$ cat config.mk
export PLATFORM = sky130hd
export DESIGN_NAME = cap_stack_balancer
export DESIGN_NICKNAME = d
export VERILOG_FILES = /design/src/rtl/cap_bal_pkg.sv /design/src/rtl/cap_bal_datapath.sv /design/src/rtl/cap_bal_control.sv /design/src/rtl/cap_stack_balancer.sv
export SDC_FILE = /design/constraint.sdc
export NUM_CORES = 1
export LEC_CHECK = 0
export BUFFER_PORTS_ARGS = -buffer_cell sky130_fd_sc_hd__buf_4
export CAP_MARGIN = 20
export CORE_ASPECT_RATIO = 1.2
export CORE_UTILIZATION = 50
export CTS_CLUSTER_DIAMETER = 100
export DETAILED_ROUTE_END_ITERATION = 8
export HOLD_SLACK_MARGIN = 0.15
export PLACE_DENSITY_LB_ADDON = 0.08
export SYNTH_ARGS = -nofsm -noshare
export SYNTH_HDL_FRONTEND = slang
export SYNTH_HIERARCHICAL = 1
export SYNTH_SLANG_ARGS = --single-unit
$ cat constraint.sdc
create_clock -name clk -period 34.3 [get_ports clk]
set_clock_uncertainty 0.15 [all_clocks]
set_input_delay 1.715 -clock clk [delete_from_list [all_inputs] [get_ports clk]]
set_output_delay 1.715 -clock clk [all_outputs]
set_load 0.005 [all_outputs]
$ cat src/rtl/cap_bal_pkg.sv
`timescale 1ns/1ps
package cap_bal_pkg;

  // strobes from control to datapath
  typedef struct packed {
    logic blank;      // measurement window: bypass released
    logic sampleStb;  // decision edge
    logic forceOff;   // stack mode: clear selection
    logic selectEn;   // decision result: equalisation on
  } ctl_strobe_t;

  // comparison results from datapath to control
  typedef struct packed {
    logic spreadBelowMin;
    logic spreadAtRestart;
    logic chgOver;
    logic dsgOver;
  } dp_flags_t;

  typedef enum logic {BAL_OFF = 1'b0, BAL_ON = 1'b1} bal_state_t;

endpackage

$ cat src/rtl/cap_bal_datapath.sv
`timescale 1ns/1ps
module cap_bal_datapath
  import cap_bal_pkg::*;
#(
  parameter int NUM_CELLS = 5,
  parameter int VOLT_W    = 16,
  parameter int CUR_W     = 16
) (
  input  logic                           clk,
  input  logic                           rst,
  input  ctl_strobe_t                    ctl,
  input  logic [NUM_CELLS*VOLT_W-1:0]    cellVolt,
  input  logic signed [CUR_W-1:0]        packCurrent,
  input  logic [VOLT_W-1:0]              balThresh,
  input  logic [VOLT_W-1:0]              spreadMin,
  input  logic [VOLT_W-1:0]              spreadRestart,
  input  logic [CUR_W-1:0]               chgCurThresh,
  input  logic [CUR_W-1:0]               dsgCurThresh,
  output dp_flags_t                      flags,
  output logic [NUM_CELLS-1:0]           bypass
);

  localparam int EXT_W = CUR_W + 2;

  logic [VOLT_W-1:0]     cellArr [NUM_CELLS];
  logic [NUM_CELLS-1:0]  aboveMask;
  logic [NUM_CELLS-1:0]  selReg;
  logic [VOLT_W-1:0]     maxV, minV, spread, restartEff;
  logic signed [EXT_W-1:0] curExt, negCur, chgRef, dsgRef;

  genvar g;
  for (g = 0; g < NUM_CELLS; g++) begin : g_cell
    assign cellArr[g]   = cellVolt[g*VOLT_W +: VOLT_W];
    assign aboveMask[g] = cellArr[g] > balThresh;
  end

  // highest and lowest cell
  always_comb begin
    maxV = cellArr[0];
    minV = cellArr[0];
    for (int i = 1; i < NUM_CELLS; i++) begin
      if (cellArr[i] > maxV) maxV = cellArr[i];
      if (cellArr[i] < minV) minV = cellArr[i];
    end
  end

  assign spread     = maxV - minV;
  assign restartEff = (spreadRestart < spreadMin) ? spreadMin : spreadRestart;

  // widened signed current compares
  assign curExt = {{2{packCurrent[CUR_W-1]}}, packCurrent};
  assign negCur = -curExt;
  assign chgRef = {2'b00, chgCurThresh};
  assign dsgRef = {2'b00, dsgCurThresh};

  always_comb begin
    flags.spreadBelowMin  = spread < spreadMin;
    flags.spreadAtRestart = spread >= restartEff;
    flags.chgOver         = curExt > chgRef;
    flags.dsgOver         = negCur > dsgRef;
  end

  // selection register, updated on decision edges only
  always_ff @(posedge clk) begin
    if (rst || ctl.forceOff) begin
      selReg <= '0;
    end else if (ctl.sampleStb) begin
      selReg <= ctl.selectEn ? aboveMask : '0;
    end
  end

  assign bypass = ctl.blank ? '0 : selReg;

  AST_SEL_ABOVE_THRESH: assert property (@(posedge clk) disable iff (rst)
    (ctl.sampleStb && !ctl.forceOff && ctl.selectEn) |=> ((selReg & ~$past(aboveMask)) == '0))
    else $error("selection includes a cell not above threshold");

endmodule

$ cat src/rtl/cap_bal_control.sv
`timescale 1ns/1ps
module cap_bal_control
  import cap_bal_pkg::*;
#(
  parameter int CNT_W = 16
) (
  input  logic              clk,
  input  logic              rst,
  input  logic              armCmd,
  input  logic              stackMode,
  input  logic              fullCharge,
  input  logic [CNT_W-1:0]  cyclePeriod,
  input  logic [CNT_W-1:0]  measWindow,
  input  dp_flags_t         flags,
  output ctl_strobe_t       ctl,
  output logic              balActive
);

  localparam int CW1 = CNT_W + 1;

  logic [CW1-1:0] winEff, perEff, tickCnt;
  logic           armed;
  logic           startOk, holdOk, nextOn;
  bal_state_t     balState;

  assign winEff = (measWindow == '0) ? CW1'(1) : {1'b0, measWindow};
  assign perEff = ({1'b0, cyclePeriod} > winEff) ? {1'b0, cyclePeriod} : winEff + CW1'(1);

  always_ff @(posedge clk) begin
    if (rst) begin
      tickCnt <= '0;
    end else if (tickCnt >= perEff - CW1'(1)) begin
      tickCnt <= '0;
    end else begin
      tickCnt <= tickCnt + CW1'(1);
    end
  end

  always_ff @(posedge clk) begin
    if (rst)         armed <= 1'b0;
    else if (armCmd) armed <= 1'b1;
  end

  assign startOk = armed && flags.spreadAtRestart && (flags.chgOver || fullCharge) && !flags.dsgOver;
  assign holdOk  = armed && !flags.spreadBelowMin && !flags.dsgOver;
  assign nextOn  = (balState == BAL_ON) ? holdOk : startOk;

  always_ff @(posedge clk) begin
    if (rst || stackMode) begin
      balState <= BAL_OFF;
    end else if (ctl.sampleStb) begin
      balState <= nextOn ? BAL_ON : BAL_OFF;
    end
  end

  always_comb begin
    ctl.blank     = tickCnt < winEff;
    ctl.sampleStb = tickCnt == (winEff - CW1'(1));
    ctl.forceOff  = stackMode;
    ctl.selectEn  = nextOn;
  end

  assign balActive = (balState == BAL_ON);

  AST_STOP_ON_SPREAD: assert property (@(posedge clk) disable iff (rst)
    (ctl.sampleStb && flags.spreadBelowMin) |=> !balActive)
    else $error("active after spread below minimum");

  AST_STOP_ON_DSG: assert property (@(posedge clk) disable iff (rst)
    (ctl.sampleStb && flags.dsgOver) |=> !balActive)
    else $error("active during discharge");

  AST_NO_START_LOW_SPREAD: assert property (@(posedge clk) disable iff (rst)
    (ctl.sampleStb && !balActive && !flags.spreadAtRestart) |=> !balActive)
    else $error("started below restart spread");

  AST_DECIDE_AT_SAMPLE: assert property (@(posedge clk) disable iff (rst)
    (!ctl.sampleStb && !stackMode) |=> $stable(balActive))
    else $error("state changed off a decision edge");

  AST_UNARMED_IDLE: assert property (@(posedge clk) disable iff (rst)
    (!armed && !armCmd) |=> !balActive)
    else $error("active while not armed");

endmodule

$ cat src/rtl/cap_stack_balancer.sv
`timescale 1ns/1ps
module cap_stack_balancer
  import cap_bal_pkg::*;
#(
  parameter int NUM_CELLS = 5,
  parameter int VOLT_W    = 16,
  parameter int CUR_W     = 16,
  parameter int CNT_W     = 16
) (
  input  logic                         clk,
  input  logic                         rst,
  input  logic                         armCmd,
  input  logic                         stackMode,
  input  logic                         fullCharge,
  input  logic [NUM_CELLS*VOLT_W-1:0]  cellVolt,
  input  logic signed [CUR_W-1:0]      packCurrent,
  input  logic [VOLT_W-1:0]            balThresh,
  input  logic [VOLT_W-1:0]            spreadMin,
  input  logic [VOLT_W-1:0]            spreadRestart,
  input  logic [CUR_W-1:0]             chgCurThresh,
  input  logic [CUR_W-1:0]             dsgCurThresh,
  input  logic [CNT_W-1:0]             cyclePeriod,
  input  logic [CNT_W-1:0]             measWindow,
  output logic                         bypassLowest,
  output logic [NUM_CELLS-2:0]         bypassUpper,
  output logic                         balActive
);

  ctl_strobe_t          ctl;
  dp_flags_t            flags;
  logic [NUM_CELLS-1:0] bypass;

  cap_bal_control #(.CNT_W(CNT_W)) u_ctrl (
    .clk(clk), .rst(rst), .armCmd(armCmd), .stackMode(stackMode),
    .fullCharge(fullCharge), .cyclePeriod(cyclePeriod), .measWindow(measWindow),
    .flags(flags), .ctl(ctl), .balActive(balActive)
  );

  cap_bal_datapath #(.NUM_CELLS(NUM_CELLS), .VOLT_W(VOLT_W), .CUR_W(CUR_W)) u_dp (
    .clk(clk), .rst(rst), .ctl(ctl), .cellVolt(cellVolt), .packCurrent(packCurrent),
    .balThresh(balThresh), .spreadMin(spreadMin), .spreadRestart(spreadRestart),
    .chgCurThresh(chgCurThresh), .dsgCurThresh(dsgCurThresh),
    .flags(flags), .bypass(bypass)
  );

  assign bypassLowest = bypass[0];
  assign bypassUpper  = bypass[NUM_CELLS-1:1];

  AST_BLANK_WINDOW: assert property (@(posedge clk) disable iff (rst)
    ctl.blank |-> (bypass == '0))
    else $error("bypass on during measurement window");

  AST_STACK_FORCE_OFF: assert property (@(posedge clk) disable iff (rst)
    stackMode |=> (!balActive && bypass == '0))
    else $error("outputs on in stack mode");

  AST_IDLE_NO_BYPASS: assert property (@(posedge clk) disable iff (rst)
    !balActive |-> (bypass == '0))
    else $error("bypass on while idle");

endmodule

==> metrics, run 1 <==
slowest CP cell=and2_1; Place WS=17.44 ns; # hold bufs at CTS=0; Post-synth top flop=dfxtp_1; Reg2Reg Depth=11; count of cell types in the netlist=77; leakage power=7.57 nW; reg2reg end=u_dp/selReg[1]; most common cell after layout, fill and taps aside=ha_1; TritonRoute pass-1 iters=5; setup ws final=17.52 ns; Remaining DRCs=0; vias per cell=5.80; Post-synth EDFFs=0; core area=24,600 sq um; Cell Pwr Density=40.3 nW/um^2; # port buffers=218; Crit Reg-Reg Startpoint=u_ctrl/tickCnt[0]; mean post-synth cell area=7.56 sq um; async set-reset flop share out of synthesis=0; Area growth syn-to-layout=16.2%; # diodes=0; CTS Buffer Depth=2; setup TNS=0 ns; Slew HR=0.386; post-route ant nets=0; Hold Path Origin=u_ctrl/armed; fin crit share=0.489; worst min-delay path category=reg -> reg; clock root buffer=clkbuf_16; initial antenna violation count=0; Ports=219; Design Power=0.585 mW; WL final=37,400 um; worst vdd ir=35.0 uV; final count of pins violating max slew=0; largest net degree at the start of global routing=46; HPWL after detailed placement=32,900 um; CP Launch Type=input pin; FF+latch count, synth=24; vias in the first global route=12,200; most frequent cells in the layout=332 x ha_1, 226 x buf_4, 167 x inv_1; syn nets=2,199; Congestion Overflow GR=0; DRT iter0 DRCs=625; Yosys warnings=6; register area share after synthesis=0.0384; Worst Path Arrival=16.81 ns; post-layout min period=16.78 ns; final setup fails=0; Fmax=59.6 MHz; post-CTS sizing=0; Die Span Y=175 um; Synth top area share=0.332; layout cell share with drive strength beyond 1=0.145; CP top delay family=compound AO/OA/AOI/OAI gates; vias post-DR=12,500; routed length per instance=17.3 um; Clock Latency Late Sink=0.25 ns; Cells after Synth=1,653; first-pass GRT wire length=60,100 um; leading post-synthesis cells by cell area=ha_1 33%, mux2i_1 7.3%, a21oi_1 5.4%; DIE AREA=25,600 sq um; Synth Cell Area=12,500 sq um; Starting Density=0.508; final hold vios=0; cell row count=63; Maximum Capacitance Violations=0; status=finished clean; Die Wd=146 um; Final GP Congestion=0.941; TritonCTS buffer count=3; clock tree from TritonCTS=done; slowest stage delay, CP=0.85 ns; RSZ-0062 raised after global routing=false; Post-CTS Repair Setup Buffers=0; Crit path buffers/inverters=5; GRT Total Usage=0.288; H-tree level count=1; fin nets=2,385; clock slew seen by the registers of the worst setup and hold paths=0.06 ns; clock tree sinks=24; worst path required time=34.32 ns; reg2reg setup slack=30.41 ns; Hold Crit Depth=2; kind of critical path=in -> reg; WHS Endpoint=u_ctrl/armed; Crit. End Element=flip-flop; crit path max fanout=31; largest area contributor in the netlist=ha_1; Worst-Margin Slew=0.921 ns
-- power by group --
part           switching [mW]  total [mW]  internal, mW
clock                 0.00931      0.0325        0.0232
sequential           0.000983      0.0293        0.0283
combinational           0.284       0.524         0.240
-- tightest hold or removal path: cells and delay by family (launching register included) --
family           cells  cell delay, ns
flip-flops           1            0.33
AND/OR/NAND/NOR      2            0.14
-- sequential cells by signal, indices dropped and copies added (netlist names) --
name	cells
u_ctrl/tickCnt	17
u_dp/selReg	5
u_ctrl/armed	1
u_ctrl/balActive	1
-- worst max-delay path by stage --
| stage | start | end | slack (ns) | depth (start not counted) |
|---|---|---|---|---|
| 6_report | cellVolt[11] | u_dp/selReg[1] | 17.52 | 66 |
| 5_1_grt | cellVolt[15] | u_dp/selReg[1] | 16.25 | 66 |
| 4_1_cts | cellVolt[9] | u_dp/selReg[1] | 17.64 | 67 |
| 3_5_place_dp | cellVolt[9] | u_dp/selReg[1] | 17.44 | 67 |
| 3_3_place_gp | cellVolt[11] | u_dp/selReg[0] | 17.98 | 64 |
| 2_1_floorplan | cellVolt[1] | u_dp/selReg[0] | 19.51 | 70 |
-- routing by layer --
metal / share of wire / global-route usage / vias up
met2: 0.53 / 0.568 / 283
met4: 0.027 / 0.0794 / 0
met1: 0.42 / 0.328 / 5745
met5: 0 / 0 / -
li1: - / - / 6448
met3: 0.032 / 0.0185 / 62
-- metrics by stage --
step | area [sq um] | hold WS (ns) | std cells | util
2_1_floorplan | 12500 | 0.280 | 1653 | -
3_3_place_gp | 14400 | 0.359 | 2159 | 0.586
3_5_place_dp | 14400 | 0.352 | 2159 | 0.586
4_1_cts | 14500 | 0.365 | 2163 | 0.590
5_1_grt | 14500 | 0.386 | 2163 | 0.590
6_report | 14500 | 0.366 | 2163 | 0.590
-- logic make-up after synthesis --
family,Yosys count,share of synthesized area
adder cells (fa/ha/maj),335,0.336
multiplexers,97,0.0792
XOR/XNOR,86,0.0603
AND/OR/NAND/NOR,459,0.193
buffers and inverters,213,0.0683
AO/OA/AOI/OAI,439,0.225
flip-flops,24,0.0384
-- final cells by class --
type,instances,area [sq um]
clock buffer,3,75.1
clock inverter,1,30.0
fill,2407,10100
inverter,168,631
multi-input combinational,1416,11200
sequential,24,480
tap,325,407
timing repair buffer,226,1700
-- synth_stat cells (all sizes together), types with 4 or more instances --
library cell  number
o41ai              4
a31o               5
a31oi              7
mux2i             92
a311oi             5
o2111ai            4
nor2b             25
o21a              30
o211ai             8
xnor2             57
and4               7
nor4              22
nand2             93
nand2b            22
nor3              31
o21ai             98
a2111oi            4
o211a              4
dfxtp             24
a21o              85
nand4             57
inv              168
nand3b             6
and2               8
a211oi            12
a21oi            135
nand3             34
a211o              5
ha               332
o31ai              6
nor3b              6
and3              11
nand4b             4
buf               17
clkbuf            28
nor2             119
or4                6
mux2               5
xor2              29
Power figures use the tool's default switching activity.
==> run 2, diff against run 1 <==
==> constraint.sdc (replaced) <==
create_clock -name clk -period 16.5 [get_ports clk]
set_clock_uncertainty 0.15 [all_clocks]
set_input_delay 0.825 -clock clk [delete_from_list [all_inputs] [get_ports clk]]
set_output_delay 0.825 -clock clk [all_outputs]
set_load 0.005 [all_outputs]
==> run 2 against run 1 <==
  * Largest power group unchanged
  * Wire length grew 0.49%
  * Setup slack lost 16 ns
  * Final cell count is essentially flat
  * Critical path depth is the same
  * Non-clock buffer count grew 1
  * Combinational power grew 110%
  * Critical path type unchanged
  * Sequential power grew 110%
  * Hold slack gained 0.0018 ns
  * Via count grew 0.23%
  * Global-route usage is essentially flat
  * Count of clock-buffer cells in the layout is the same
  * Largest cell class unchanged
  * Core utilization is essentially flat
==> metrics, run 2 (synthesis results as in run 1) <==
status=finished clean; Largest regs=u_ctrl/tickCnt x17, u_dp/selReg x5; cell row count=63 (unchanged); most frequent cells in the layout=332 x ha_1, 226 x buf_4, 167 x inv_1; Slew HR=0.427 (+0.0413); kind of critical path=in -> reg; layout cell share with drive strength beyond 1=0.146 (+0.00101); Cell Pwr Density=83.5 nW/um^2 (+110%); routed length per instance=17.4 um (+0.45%); vias per cell=5.81 (+0.18%); post-route ant nets=0 (unchanged); Die Wd=146 um (unchanged); M2 GR Usage=0.565 (-0.00298); Crit. End Element=flip-flop; largest net degree at the start of global routing=46 (unchanged); setup TNS=0 ns (unchanged); Post-CTS Repair Setup Buffers=0 (unchanged); clock root buffer=clkbuf_16; clock tree sinks=24 (unchanged); clock tree from TritonCTS=done; # diodes=0 (unchanged); initial antenna violation count=0 (unchanged); Starting Density=0.508 (unchanged); WL final=37,600 um (+0.49%); reg2reg setup slack=12.64 ns (-17.77 ns); Worst Path Arrival=15.22 ns (-1.59 ns); fin nets=2,386 (+0.042%); Hold Path Origin=u_ctrl/armed; Congestion Overflow GR=0 (unchanged); CTS Buffer Depth=2 (unchanged); WHS Endpoint=u_ctrl/armed; Multi-input gate area=11,200 sq um (about the same); # port buffers=218 (unchanged); DRT iter0 DRCs=564 (-9.8%); global routing's busiest layer=met2; RSZ-0062 raised after global routing=false; most common cell after layout, fill and taps aside=ha_1; Reg with most FFs=u_ctrl/tickCnt; CP Launch Type=input pin; Seq. cell area=480 sq um (unchanged); GRT Total Usage=0.288 (+0.000333); crit path max fanout=31 (unchanged); Crit path top cell by count=a21oi_1; Maximum Capacitance Violations=0 (unchanged); final count of pins violating max slew=0 (unchanged); # hold bufs at CTS=0 (unchanged); Worst-Margin Slew=0.858 ns (-0.0635 ns); Place WS=1.14 ns (-16.30 ns); Ports=219 (unchanged); clock slew seen by the registers of the worst setup and hold paths=0.06 ns (about the same); H-tree level count=1 (unchanged); final setup fails=0 (unchanged); met1 Track Usage GR=0.327 (-0.000789); leakage power=7.57 nW (about the same); fin crit share=0.921; Remaining DRCs=0 (unchanged); core area=24,600 sq um (unchanged); Fmax=65.8 MHz; reg2reg end=u_dp/selReg[1]; Crit Reg-Reg Startpoint=u_ctrl/tickCnt[0]; TritonCTS buffer count=3 (unchanged); met3 usage=0.0204 (+0.00183); TritonRoute pass-1 iters=5 (unchanged); slowest CP cell=a211oi_2; worst path required time=16.53 ns (-17.79 ns); worst min-delay path category=reg -> reg; Area growth syn-to-layout=16.2% (about the same); Reg2Reg Depth=11 (unchanged); Final GP Congestion=0.927 (-1.5%); DIE AREA=25,600 sq um (unchanged); setup ws final=1.31 ns (-16.21 ns); FILL cells=2,397 (-0.42%); vias post-DR=12,600 (+0.23%); first-pass GRT wire length=60,000 um (-0.17%); slowest stage delay, CP=0.74 ns (-0.11 ns); post-layout min period=15.19 ns; vias in the first global route=12,200 (-0.22%); worst vdd ir=66.2 uV (+89%); final hold vios=0 (unchanged); HPWL after detailed placement=32,900 um (about the same); Die Span Y=175 um (unchanged); Hold Crit Depth=2 (unchanged); Clock Latency Late Sink=0.26 ns (about the same); Worst Setup SP=cellVolt[11]; max FFs per register=17 (unchanged)
==> run 2: changes by cell type in the layout (fill, tap and decap cells not counted), sizes merged <==
cell and delta:
buf +1
==> run 2: worst max path at each step <==
| stage | endpoint | slack [ns] | depth (start not counted) |
|---|---|---|---|
| floorplan | u_dp/selReg[0] | 2.60 | 70 |
| global placement | u_dp/selReg[0] | 1.55 | 65 |
| detailed placement | u_dp/selReg[1] | 1.14 | 67 |
| CTS | u_dp/selReg[1] | 1.31 | 67 |
| global route | u_dp/selReg[1] | 0.02 | 67 |
| finish | u_dp/selReg[1] | 1.31 | 66 |
==> run 2: worst max-delay path: cells and delay by family <==
| family | cells | cell delay, ns |
|---|---|---|
| compound gates | 38 | 7.60 |
| simple gates | 12 | 2.52 |
| fa+ha+maj | 6 | 1.82 |
| buf+inv | 6 | 1.36 |
| mux | 3 | 0.91 |
| xor+xnor | 1 | 0.17 |
==> run 2: layer usage <==
| metal | part of all wire | routed length (um) |
|---|---|---|
| met1 | 0.41 | 15500 |
| met2 | 0.52 | 19600 |
| met3 | 0.037 | 1390 |
| met4 | 0.029 | 1100 |
| met5 | 0 | 0 |
==> run 2: final cells by class <==
| type | instances | share of cell area |
|---|---|---|
| Multi-Input combinational cell | 1416 | 0.771 |
| Timing Repair Buffer | 227 | 0.117 |
| Inverter | 168 | 0.0434 |
| Sequential cell | 24 | 0.0331 |
| Tap cell | 325 | 0.0280 |
| Clock buffer | 3 | 0.00517 |
| Clock inverter | 1 | 0.00207 |
==> run 2: where the power goes <==
group | total (mW) | internal, mW | switching [mW]
combinational | 1.08 | 0.498 | 0.585
sequential | 0.0608 | 0.0588 | 0.00204
clock | 0.0678 | 0.0482 | 0.0196
==> run 2: timing repair <==
action,4_1_cts,5_1_grt
hold endpoints to repair,0,0
gates resized for setup,0,1
endpoints found under the setup margin,0,5
==> run 2: stage by stage <==
step / instance area, sq um / power [mW] / cells / hold slack (ns) / utilization
after detailed placement: 14400 / 1.14 / 2159 / 0.355 / 0.586
final: 14500 / 1.21 / 2164 / 0.368 / 0.591
after global placement: 14400 / 1.11 / 2159 / 0.360 / 0.586
after global routing: 14500 / 1.37 / 2164 / 0.398 / 0.591
after CTS: 14500 / 1.22 / 2163 / 0.368 / 0.590
after floorplan: 12500 / 0.875 / 1653 / 0.280 / -
==> run 3, diff against run 2 <==
--- a/config.mk
+++ b/config.mk
@@ -9,6 +9,7 @@
 export CAP_MARGIN = 20
 export CORE_ASPECT_RATIO = 1.2
 export CORE_UTILIZATION = 50
+export CTS_BUF_LIST = sky130_fd_sc_hd__clkbuf_2 sky130_fd_sc_hd__clkbuf_4 sky130_fd_sc_hd__clkbuf_8
 export CTS_CLUSTER_DIAMETER = 100
 export DETAILED_ROUTE_END_ITERATION = 8
 export HOLD_SLACK_MARGIN = 0.15
==> constraint.sdc (replaced) <==
create_clock -name clk -period 14.2 [get_ports clk]
set_clock_uncertainty 0.15 [all_clocks]
set_input_delay 0.71 -clock clk [delete_from_list [all_inputs] [get_ports clk]]
set_output_delay 0.71 -clock clk [all_outputs]
set_load 0.005 [all_outputs]
==> run 3 against run 2 <==
  * Final cell count grew 0.97%
  * Count of clock-buffer cells in the layout is the same
  * Power grew 20%
  * First-iteration DRC count grew 3.9%
  * Global-route usage grew 0.42 points
  * Die area is the same
  * Flip-flop and latch count is the same
  * Largest power group unchanged
  * Highest routed layer unchanged
==> metrics, run 3 (synthesis results as in run 1) <==
Fmax=74.7 MHz; Congestion Overflow GR=0 (unchanged); Net Sw Frac=0.500 (-0.000958); clock root buffer=clkbuf_8; final count of pins violating max slew=0 (unchanged); WL final=38,400 um (+2.1%); TritonRoute pass-1 iters=5 (unchanged); vias post-DR=12,800 (+1.6%); routed length per instance=17.6 um (+1.1%); Place WS=0.00242 ns (-1.14 ns); Reg with most FFs=u_ctrl/tickCnt; cell row count=63 (unchanged); Internal=0.725 mW (+20%); Maximum Capacitance Violations=0 (unchanged); clock slew seen by the registers of the worst setup and hold paths=0.08 ns (+0.02 ns); CP Launch Type=input pin; Clk pwr share=0.040 (-0.016); worst vdd ir=103 uV (+56%); # hold bufs at CTS=0 (unchanged); CP top delay family=compound AO/OA/AOI/OAI gates; most frequent cells in the layout=332 x ha_1, 243 x buf_4, 166 x inv_1; core area=24,600 sq um (unchanged); clock tree from TritonCTS=done; status=finished clean; Cell Pwr Density=98.2 nW/um^2 (+18%); DIE AREA=25,600 sq um (unchanged); Final GP Congestion=0.941 (+1.5%); FILL cells=2,422 (+1.0%); reg2reg end=u_dp/selReg[1]; post-route ant nets=0 (unchanged); Remaining DRCs=0 (unchanged); Crit. End Element=flip-flop; WHS Endpoint=u_ctrl/armed; leakage power=7.67 nW (+1.2%); Largest regs=u_ctrl/tickCnt x17, u_dp/selReg x5; slowest CP cell=or4_1; Clock Latency Late Sink=0.26 ns (about the same); Starting Density=0.508 (unchanged); vias per cell=5.84 (+0.58%); clock tree sinks=24 (unchanged); fin crit share=0.943; Crit path top cell by count=a21oi_1; slowest stage delay, CP=0.55 ns (-0.19 ns); reg2reg setup slack=10.37 ns (-2.27 ns); worst path required time=14.23 ns (-2.30 ns); Crit Reg-Reg Startpoint=u_ctrl/tickCnt[0]; Crit path buffers/inverters=6 (unchanged); Hold Path Origin=u_ctrl/armed; Ports=219 (unchanged); post-layout min period=13.40 ns; Seq. cell area=480 sq um (unchanged); Slew HR=0.450 (+0.0224); initial antenna violation count=0 (unchanged); crit path max fanout=17 (-45%); most common cell after layout, fill and taps aside=ha_1; # diodes=0 (unchanged); Hold Crit Depth=2 (unchanged); Reg2Reg Depth=11 (unchanged); Worst Path Arrival=13.43 ns (-1.79 ns); Die Span Y=175 um (unchanged); Die Wd=146 um (unchanged); Worst-Margin Slew=0.805 ns (-0.0528 ns); GRT Total Usage=0.293 (+0.00421); combinational power share=0.911 (+0.017); TritonCTS buffer count=3 (unchanged); vias in the first global route=12,500 (+2.2%); HPWL after detailed placement=33,300 um (+1.1%); layout cell share with drive strength beyond 1=0.165 (+0.0182); final hold vios=0 (unchanged); largest net degree at the start of global routing=46 (unchanged); fin nets=2,407 (+0.88%); Design Power=1.45 mW (+20%); setup ws final=0.804 ns (-0.506 ns); first-pass GRT wire length=60,900 um (+1.5%); Area growth syn-to-layout=18.1%; final setup fails=0 (unchanged); post-layout util=0.600 (+0.00977); # port buffers=218 (unchanged); max FFs per register=17 (unchanged); H-tree level count=1 (unchanged); CTS Buffer Depth=2 (unchanged); worst min-delay path category=reg -> reg; switching power=0.724 mW (+19%); Multi-input gate area=11,300 sq um (+0.91%); DRT iter0 DRCs=586 (+3.9%); Seq pwr share=0.049 (about the same); kind of critical path=in -> reg
-- run 3: cell types whose count changed in the layout (fill, tap and decap cells not counted), sizes merged --
| cell | change |
|---|---|
| clkbuf | +1 |
| buf | +20 |
-- run 3: power groups by stage --
stage	clock network [mW]	registers [mW]	logic (mW)
after floorplan	0	0.0709	0.946
after global placement	0	0.0721	1.22
after detailed placement	0	0.0722	1.26
after CTS	0.0599	0.0706	1.27
after global routing	0.0632	0.0707	1.51
final	0.0584	0.0706	1.32
-- run 3: worst max path at each step --
stage | startpoint | endpoint | slack [ns] | cells past startpoint
2_1_floorplan | cellVolt[1] | u_dp/selReg[0] | 0.41 | 70
6_report | cellVolt[9] | u_dp/selReg[1] | 0.80 | 67
3_3_place_gp | cellVolt[9] | u_dp/selReg[3] | 0.21 | 62
4_1_cts | cellVolt[9] | u_dp/selReg[1] | 0.20 | 63
5_1_grt | cellVolt[1] | u_dp/selReg[0] | -0.03 | 65
3_5_place_dp | cellVolt[9] | u_dp/selReg[3] | 0.002 | 61
-- run 3: cell type report --
cell class / count / area share
Multi-Input combinational cell: 1416 / 0.765
Clock buffer: 3 / 0.00280
Timing Repair Buffer: 248 / 0.127
Inverter: 168 / 0.0427
Clock inverter: 1 / 0.00203
Tap cell: 325 / 0.0275
Sequential cell: 24 / 0.0325
-- run 3: metal layers --
layer / up-vias / share of wire / track usage
met4: 0 / 0.028 / 0.0833
li1: 6505 / - / -
met5: - / 0 / 0
met3: 73 / 0.048 / 0.0287
met2: 337 / 0.53 / 0.587
met1: 5847 / 0.40 / 0.318
-- run 3: worst register-to-register path, stage by stage (launching register included) --
cell and delay [ns]:
dfxtp_1 0.47, inv_1 0.15, ha_1 0.31, nor2_1 0.21, nand4_4 0.12, a2111o_1 0.41, or4_1 0.51, nor4_2 0.61
nand2_1 0.28, a311oi_2 0.32, a21oi_1 0.07, nor3_1 0.16
-- run 3: timing repair --
action | 4_1_cts | 5_1_grt
hold endpoints to repair | 0 | 0
endpoints found under the setup margin | 0 | 6
resized for setup | 0 | 30
setup buffers | 0 | 17
-- run 3: stage by stage --
step | setup TNS (ns) | hold slack (ns) | std cells | cell area [sq um]
after floorplan | 0 | 0.280 | 1653 | 12500
after global placement | 0 | 0.350 | 2163 | 14400
after detailed placement | 0 | 0.359 | 2163 | 14400
after CTS | 0 | 0.372 | 2167 | 14500
after global routing | -0.0925 | 0.401 | 2185 | 14800
final | 0 | 0.368 | 2185 | 14800
